## config.mk

```make
export PLATFORM = sky130hd
export DESIGN_NAME = dp_addr_mod
export DESIGN_NICKNAME = d
export VERILOG_FILES = /design/src/rtl/dp_addr_mod.sv
export SDC_FILE = /design/constraint.sdc
export NUM_CORES = 1
export LEC_CHECK = 0
export BUFFER_PORTS_ARGS = -buffer_cell sky130_fd_sc_hd__buf_4
export CAP_MARGIN = 30
export CORE_MARGIN = 3
export CORE_UTILIZATION = 45
export CTS_CLUSTER_DIAMETER = 40
export CTS_CLUSTER_SIZE = 24
export DETAILED_ROUTE_END_ITERATION = 6
export MAX_ROUTING_LAYER = met4
export PLACE_DENSITY = 0.78
export SLEW_MARGIN = 40
export SYNTH_ARGS = -nofsm -noshare
export SYNTH_HDL_FRONTEND = slang
export SYNTH_SLANG_ARGS = --single-unit
```

## constraint.sdc

```tcl
create_clock -name clk -period 3.6 [get_ports clk]
set_clock_uncertainty 0.1 [all_clocks]
set_input_delay 0.54 -clock clk [delete_from_list [all_inputs] [get_ports clk]]
set_output_delay 0.54 -clock clk [all_outputs]
set_load 0.01 [all_outputs]
```

## src/rtl/dp_addr_mod.sv

```systemverilog
module dp_addr_mod #(
  parameter int DP_W    = 8,
  parameter int RP_W    = 11,
  parameter int LO_W    = 4,
  parameter int ALT_BIT = 6
) (
  input  logic            clk,
  input  logic            rst_n,
  input  logic            op_valid,
  input  logic [1:0]      lo_mode,
  input  logic [DP_W-LO_W-1:0] hi_mask,
  input  logic            rp_dec,
  input  logic            dp_load,
  input  logic [DP_W-1:0] dp_load_val,
  input  logic            rp_load,
  input  logic [RP_W-1:0] rp_load_val,
  output logic [DP_W-1:0] dp,
  output logic [RP_W-1:0] rp,
  output logic [DP_W-1:0] ram_addr,
  output logic [DP_W-1:0] coef_addr,
  output logic            lo_is_zero,
  output logic            lo_is_max
);
  localparam int HI_W = DP_W - LO_W;

  logic [DP_W-1:0] dp_q, dp_base, dp_next;
  logic [RP_W-1:0] rp_q, rp_base, rp_next;
  logic [LO_W-1:0] lo_next;
  logic [HI_W-1:0] hi_next;

  assign dp_base = dp_load ? dp_load_val : dp_q;
  assign rp_base = rp_load ? rp_load_val : rp_q;

  always_comb begin
    unique case (lo_mode)
      2'd1:    lo_next = dp_base[LO_W-1:0] + 1'b1;
      2'd2:    lo_next = dp_base[LO_W-1:0] - 1'b1;
      2'd3:    lo_next = '0;
      default: lo_next = dp_base[LO_W-1:0];
    endcase
    hi_next = dp_base[DP_W-1:LO_W] ^ hi_mask;
    dp_next = dp_base;
    rp_next = rp_base;
    if (op_valid) begin
      dp_next = {hi_next, lo_next};
      if (rp_dec) rp_next = rp_base - 1'b1;
    end
  end

  always_ff @(posedge clk) begin
    if (!rst_n) begin
      dp_q <= '0;
      rp_q <= '0;
    end else begin
      dp_q <= dp_next;
      rp_q <= rp_next;
    end
  end

  assign dp         = dp_q;
  assign rp         = rp_q;
  assign ram_addr   = dp_q;
  assign coef_addr  = dp_q | (DP_W'(1) << ALT_BIT);
  assign lo_is_zero = (dp_q[LO_W-1:0] == '0);
  assign lo_is_max  = &dp_q[LO_W-1:0];
endmodule

```

==> results_dict.tcl, run 1 <==
set metrics [dict create \
    die_h_um 62.1 \
    clk_pin_slew_ns 0.12 \
    die_w_um 62.1 \
    grt_pass1_vias 1189 \
    antenna_found_initial 0 \
    avgSynthCellArea_um2 9.20 \
    tightest_slew_ns 0.619 \
    finalCritPeriodShare 0.651 \
    synthCells 154 \
    min_path_type "in -> reg" \
    synth-edff-count 0 \
    dpl.hpwl_um 2600 \
    yosysWarnings 0 \
    fillers 252 \
    period_minus_slack_ns 2.34 \
    syn2layout_area_growth_pct 30.1 \
    ys.flop_type "dfxtp_1" \
    num_rows 19 \
    dpl_cell_area_um2 1820 \
    grt_first_pass_wirelength_um 5350 \
    fin_nets 241 \
    syn-num-nets 191 \
    diodes 0 \
    drt-total-wl_um 3270 \
    drt-wirelength-per-cell_um 13.3 \
    synth_top_area_frac 0.269 \
    design_area_um2 1840 \
    ctsResizeCount 0 \
    synth.distinct_cells 41 \
    cts_sinks 19 \
    dr.pass1.iters 4 \
    gp_congestion 0.790 \
    cts_buffers 3 \
    clock.fmax_ghz 0.427 \
    cp-end-kind "flip-flop" \
    tns_ns 0 \
    finalMaxSlewViolations 0 \
    required_ns 3.68 \
    insertion_delay_ns 0.30 \
    drive_above_1_share 0.409 \
    finalHoldViolCount 0 \
    r2r_slack_ns 1.35 \
    synth-async-reset-ratio 0 \
    dieArea_um2 3860 \
    port_buffers 66 \
    final_common_cell "buf_4" \
    crit_fanout 8 \
    crit_type "in -> reg" \
    postRouteAntennaNets 0 \
    setup_viol 0 \
    pin_count 68 \
    status "finished, final reports clean" \
    start_kind "input pin" \
    p_leak_nw 0.856 \
    track_usage 0.171 \
    ys_seq_area_frac 0.269 \
    rsz0062_at_grt "no" \
    arrival_ns 2.42 \
    drt-initial-drc-count 21 \
    cts_max_level 1 \
    power.density_nw_per_um2 317 \
    ys_seq_elements 19 \
    synth_area_leaders "dfxtp_1, mux2i_1, buf_4" \
    final_cell_mix "buf_4, dfxtp_1, nor2_1" \
    vias 1265 \
    ctsLongestPathBuffers 2 \
    start_util 0.492 \
    synth_area_um2 1420 \
    drt_drc_violations_left 0 \
    slew_headroom 0.577 \
    synth_top_cell_by_area "dfxtp_1" \
    cts_tree "done" \
    fp.coreArea_um2 2880 \
    root_buffer "clkbuf_4" \
    cts_hold_buffers 0 \
    irDropWorstVdd_mv 0.209 \
    viasPerCell 5.16 \
    postCtsSetupRepairBufs 0 \
    grt_max_degree 20 \
    drv_cap 0 \
    overflow 0 \
]
==> cell type report <==
cell class / instances / area (um^2) / area share
tap: 42 / 52.6 / 0.0285
clock inverter: 1 / 5.00 / 0.00272
clock buffer: 3 / 22.5 / 0.0122
multi-input combinational: 107 / 861 / 0.467
inverter: 7 / 26.3 / 0.0143
sequential: 19 / 380 / 0.206
timing repair buffer: 66 / 495 / 0.269
==> synthesized netlist by cell type, drive strengths merged (3+ instances only) <==
library cell,instances
mux2,4
dfxtp,19
nor3b,5
mux2i,18
nand2,6
ha,5
nor4,4
o21ai,5
xnor2,9
nor3,7
a21oi,3
buf,19
nor2,16
inv,6
==> critical path, stage by stage <==
cell and delay [ns]:
buf_4 0.16, mux2_2 0.37, ha_1 0.33, and3b_1 0.20, a2111oi_0 0.50, a211o_1 0.24
a31oi_1 0.09
==> path summary, 6_finish.rpt <==
path                                        from          endpoint  cells past startpoint
worst min register to register  dp[6]$_SDFF_PN0_  dp[6]$_SDFF_PN0_                      3
worst max-delay path                     dp_load  dp[3]$_SDFF_PN0_                      7
worst max register to register  dp[2]$_SDFF_PN0_  dp[3]$_SDFF_PN0_                      6
worst min-delay path                  hi_mask[3]  dp[7]$_SDFF_PN0_                      4
==> where the power goes <==
| group | total [mW] | internal [mW] | switching (mW) |
|---|---|---|---|
| clock network | 0.112 | 0.0414 | 0.0706 |
| logic | 0.224 | 0.119 | 0.105 |
| registers | 0.249 | 0.229 | 0.0199 |
| total | 0.585 | 0.389 | 0.195 |
==> metrics by stage <==
step | utilization | setup slack, ns | std cells | hold slack (ns) | power [mW]
after floorplan | - | 1.15 | 154 | 0.554 | 0.398
after global routing | 0.641 | 0.980 | 245 | 0.467 | 0.626
after detailed placement | 0.631 | 0.941 | 241 | 0.530 | 0.478
final | 0.641 | 1.26 | 245 | 0.481 | 0.585
after CTS | 0.641 | 1.28 | 245 | 0.467 | 0.593
after global placement | 0.631 | 1.14 | 241 | 0.534 | 0.471
==> sequential cells by signal, summed over array words and instances (netlist names) <==
register / flops
rp: 11
dp: 8
==> cell families (layout without fill, tap and decap cells) <==
logic type | after synthesis | after routing | synth area share
buf+inv | 28 | 77 | 0.124
simple gates | 50 | 50 | 0.212
other cells | 1 | 1 | 0.00265
flops | 19 | 19 | 0.269
compound gates | 17 | 17 | 0.0883
xor+xnor | 11 | 11 | 0.0680
mux | 22 | 22 | 0.178
fa+ha+maj | 6 | 6 | 0.0583
==> routing by layer <==
metal  up-vias  global-route usage  share of wire
li1        626                   -              -
met1       588               0.182           0.41
met2        49               0.305           0.51
met3         2              0.0378          0.072
met4         0              0.0691         0.0049
met5         -                   -              0
Power figures use the tool's default switching activity.
==> run 2: changes to the inputs <==
--- a/config.mk
+++ b/config.mk
@@ -8,12 +8,12 @@
 export BUFFER_PORTS_ARGS = -buffer_cell sky130_fd_sc_hd__buf_4
 export CAP_MARGIN = 30
 export CORE_MARGIN = 3
-export CORE_UTILIZATION = 45
+export CORE_UTILIZATION = 42
 export CTS_CLUSTER_DIAMETER = 40
 export CTS_CLUSTER_SIZE = 24
 export DETAILED_ROUTE_END_ITERATION = 6
 export MAX_ROUTING_LAYER = met4
-export PLACE_DENSITY = 0.78
+export PLACE_DENSITY = 0.77
 export SLEW_MARGIN = 40
 export SYNTH_ARGS = -nofsm -noshare
 export SYNTH_HDL_FRONTEND = slang
==> constraint.sdc (replaced) <==
create_clock -name clk -period 2.1 [get_ports clk]
set_clock_uncertainty 0.1 [all_clocks]
set_input_delay 0.315 -clock clk [delete_from_list [all_inputs] [get_ports clk]]
set_output_delay 0.315 -clock clk [all_outputs]
set_load 0.01 [all_outputs]
==> run 2 against run 1 <==
Die area grew 6.4%. Sequential power grew 72%. Via count grew 3.8%. Utilization shrank 2.2 points. Non-clock buffer count grew 5. Critical path depth is the same. Design area grew 5.1%. Sequential cell count is the same. Hold slack lost 0.22 ns. First-iteration DRC count grew 57%. Power grew 77%. Wire length grew 12%. Highest routed layer unchanged.
==> results_dict.tcl, run 2 (synthesis gave the netlist of run 1 again) <==
set metrics [dict create \
    status "finished, final reports clean" \
    grt_first_pass_wirelength_um 5720 \
    drt-initial-drc-count 33 \
    insertion_delay_ns 0.29 \
    drive_above_1_share 0.447 \
    postRouteAntennaNets 0 \
    instances_no_fill 252 \
    arrival_ns 2.15 \
    slew_headroom 0.629 \
    fin_nets 246 \
    num_rows 20 \
    pin_count 68 \
    pre_cts_ws_ns -0.0393 \
    drt-wirelength-per-cell_um 14.6 \
    min_path_type "in -> reg" \
    overflow 0 \
    cts_max_level 1 \
    power.density_nw_per_um2 533 \
    p_total_mw 1.03 \
    root_buffer "clkbuf_4" \
    start_kind "flip-flop" \
    irDropWorstVdd_mv 0.323 \
    drt_drc_violations_left 0 \
    critPathBufInv 1 \
    dr.pass1.iters 4 \
    grt_pass1_vias 1307 \
    r2r-start "dp[1]$_SDFF_PN0_" \
    viasPerCell 5.21 \
    cts_tree "done" \
    crit_type "reg -> reg" \
    r2r_cells 7 \
    cp_cell_sequence "mux2i_4, inv_1, ha_1, nor4b_4, a2111oi_4, a211o_1, a31oi_1" \
    dpl.hpwl_um 2910 \
    finalMaxSlewViolations 0 \
    finalHoldViolCount 0 \
    setup_viol 0 \
    crit_start "dp[1]$_SDFF_PN0_" \
    critical-path-top-delay-family "compound AO/OA/AOI/OAI gates" \
    crit_fanout 6 \
    gp_congestion 0.848 \
    clock.fmax_ghz 0.491 \
    tightest_slew_ns 0.553 \
    antenna_found_initial 0 \
    start_util 0.453 \
    syn2layout_area_growth_pct 36.7 \
    required_ns 2.21 \
    drt-total-wl_um 3670 \
    cts_buffers 3 \
    r2r_end "dp[3]$_SDFF_PN0_" \
    diodes 0 \
    p_leak_nw 0.889 \
    ctsLongestPathBuffers 2 \
    clk_pin_slew_ns 0.11 \
    final_common_cell "buf_4" \
    track_usage 0.176 \
    die_w_um 64.1 \
    crit_end "dp[3]$_SDFF_PN0_" \
    finalCritPeriodShare 0.971 \
    slowest_delay_ns 0.39 \
    dieArea_um2 4100 \
    tns_ns 0 \
    min-delay-start "hi_mask[0]" \
    final_cell_mix "buf_4, dfxtp_1, nor2_1" \
    placedCellCount 248 \
    cts_sinks 19 \
    drv_cap 0 \
    fp.coreArea_um2 3130 \
    die_h_um 64.1 \
    cts_hold_buffers 0 \
    grt_max_degree 20 \
    worst_slack_ns 0.0613 \
    period_minus_slack_ns 2.04 \
    port_buffers 66 \
    vias 1313 \
    cp.depth 7 \
    cp-end-kind "flip-flop" \
    largest_reg_flops 11 \
    slowest_stage "dfxtp_1" \
    r2r_slack_ns 0.06 \
]
[run 2: changes by cell type in the layout (fill, tap and decap cells not counted), sizes merged]
| cell | previous run | this run |
|---|---|---|
| buf | 66 | 71 |
[run 2: through the flow]
step	cell area, um^2	hold WS [ns]	util
finish	1940	0.265	0.619
detailed placement	1870	0.566	0.598
floorplan	1440	0.427	-
CTS	1900	0.254	0.607
global placement	1870	0.535	0.598
global route	1940	0.255	0.619
[run 2: worst min path at each step]
stage / end / slack (ns) / depth (start not counted)
floorplan: dp[2]$_SDFF_PN0_ / 0.43 / 2
global placement: dp[6]$_SDFF_PN0_ / 0.53 / 3
detailed placement: dp[5]$_SDFF_PN0_ / 0.57 / 3
CTS: dp[5]$_SDFF_PN0_ / 0.25 / 4
global route: dp[7]$_SDFF_PN0_ / 0.25 / 4
finish: dp[4]$_SDFF_PN0_ / 0.26 / 4
[run 2: final cells by class]
| cell class | instances | area (um^2) |
|---|---|---|
| sequential | 19 | 380 |
| timing repair buffer | 71 | 533 |
| fill | 276 | 1190 |
| clock buffer | 3 | 22.5 |
| multi-input combinational | 107 | 915 |
| inverter | 7 | 26.3 |
| clock inverter | 1 | 5.00 |
| tap | 44 | 55.1 |
[run 2: worst register-to-register path, stage by stage (launching register included)]
cell	delay [ns]
dfxtp_1	0.39
mux2i_4	0.21
inv_1	0.07
ha_1	0.32
nor4b_4	0.31
a2111oi_4	0.10
a211o_1	0.30
a31oi_1	0.16
[run 2: power by group]
group	internal [mW]	switching (mW)	total [mW]
clock	0.0707	0.116	0.187
combinational	0.224	0.195	0.418
sequential	0.392	0.0358	0.428
total	0.687	0.346	1.03
[run 2: timing repair]
action | CTS | global route
buffers inserted | 0 | 0
setup endpoints to repair | 0 | 1
hold endpoints to repair | 0 | 0
resized for setup | 0 | 5
[run 2: routing by layer]
metal | GRT usage | up-vias | share of wire | wire [um]
li1 | - | 633 | - | -
met1 | 0.172 | 613 | 0.37 | 1360
met2 | 0.338 | 65 | 0.54 | 1990
met3 | 0.0457 | 2 | 0.083 | 304
met4 | 0.0458 | 0 | 0.0035 | 13
met5 | - | - | 0 | 0
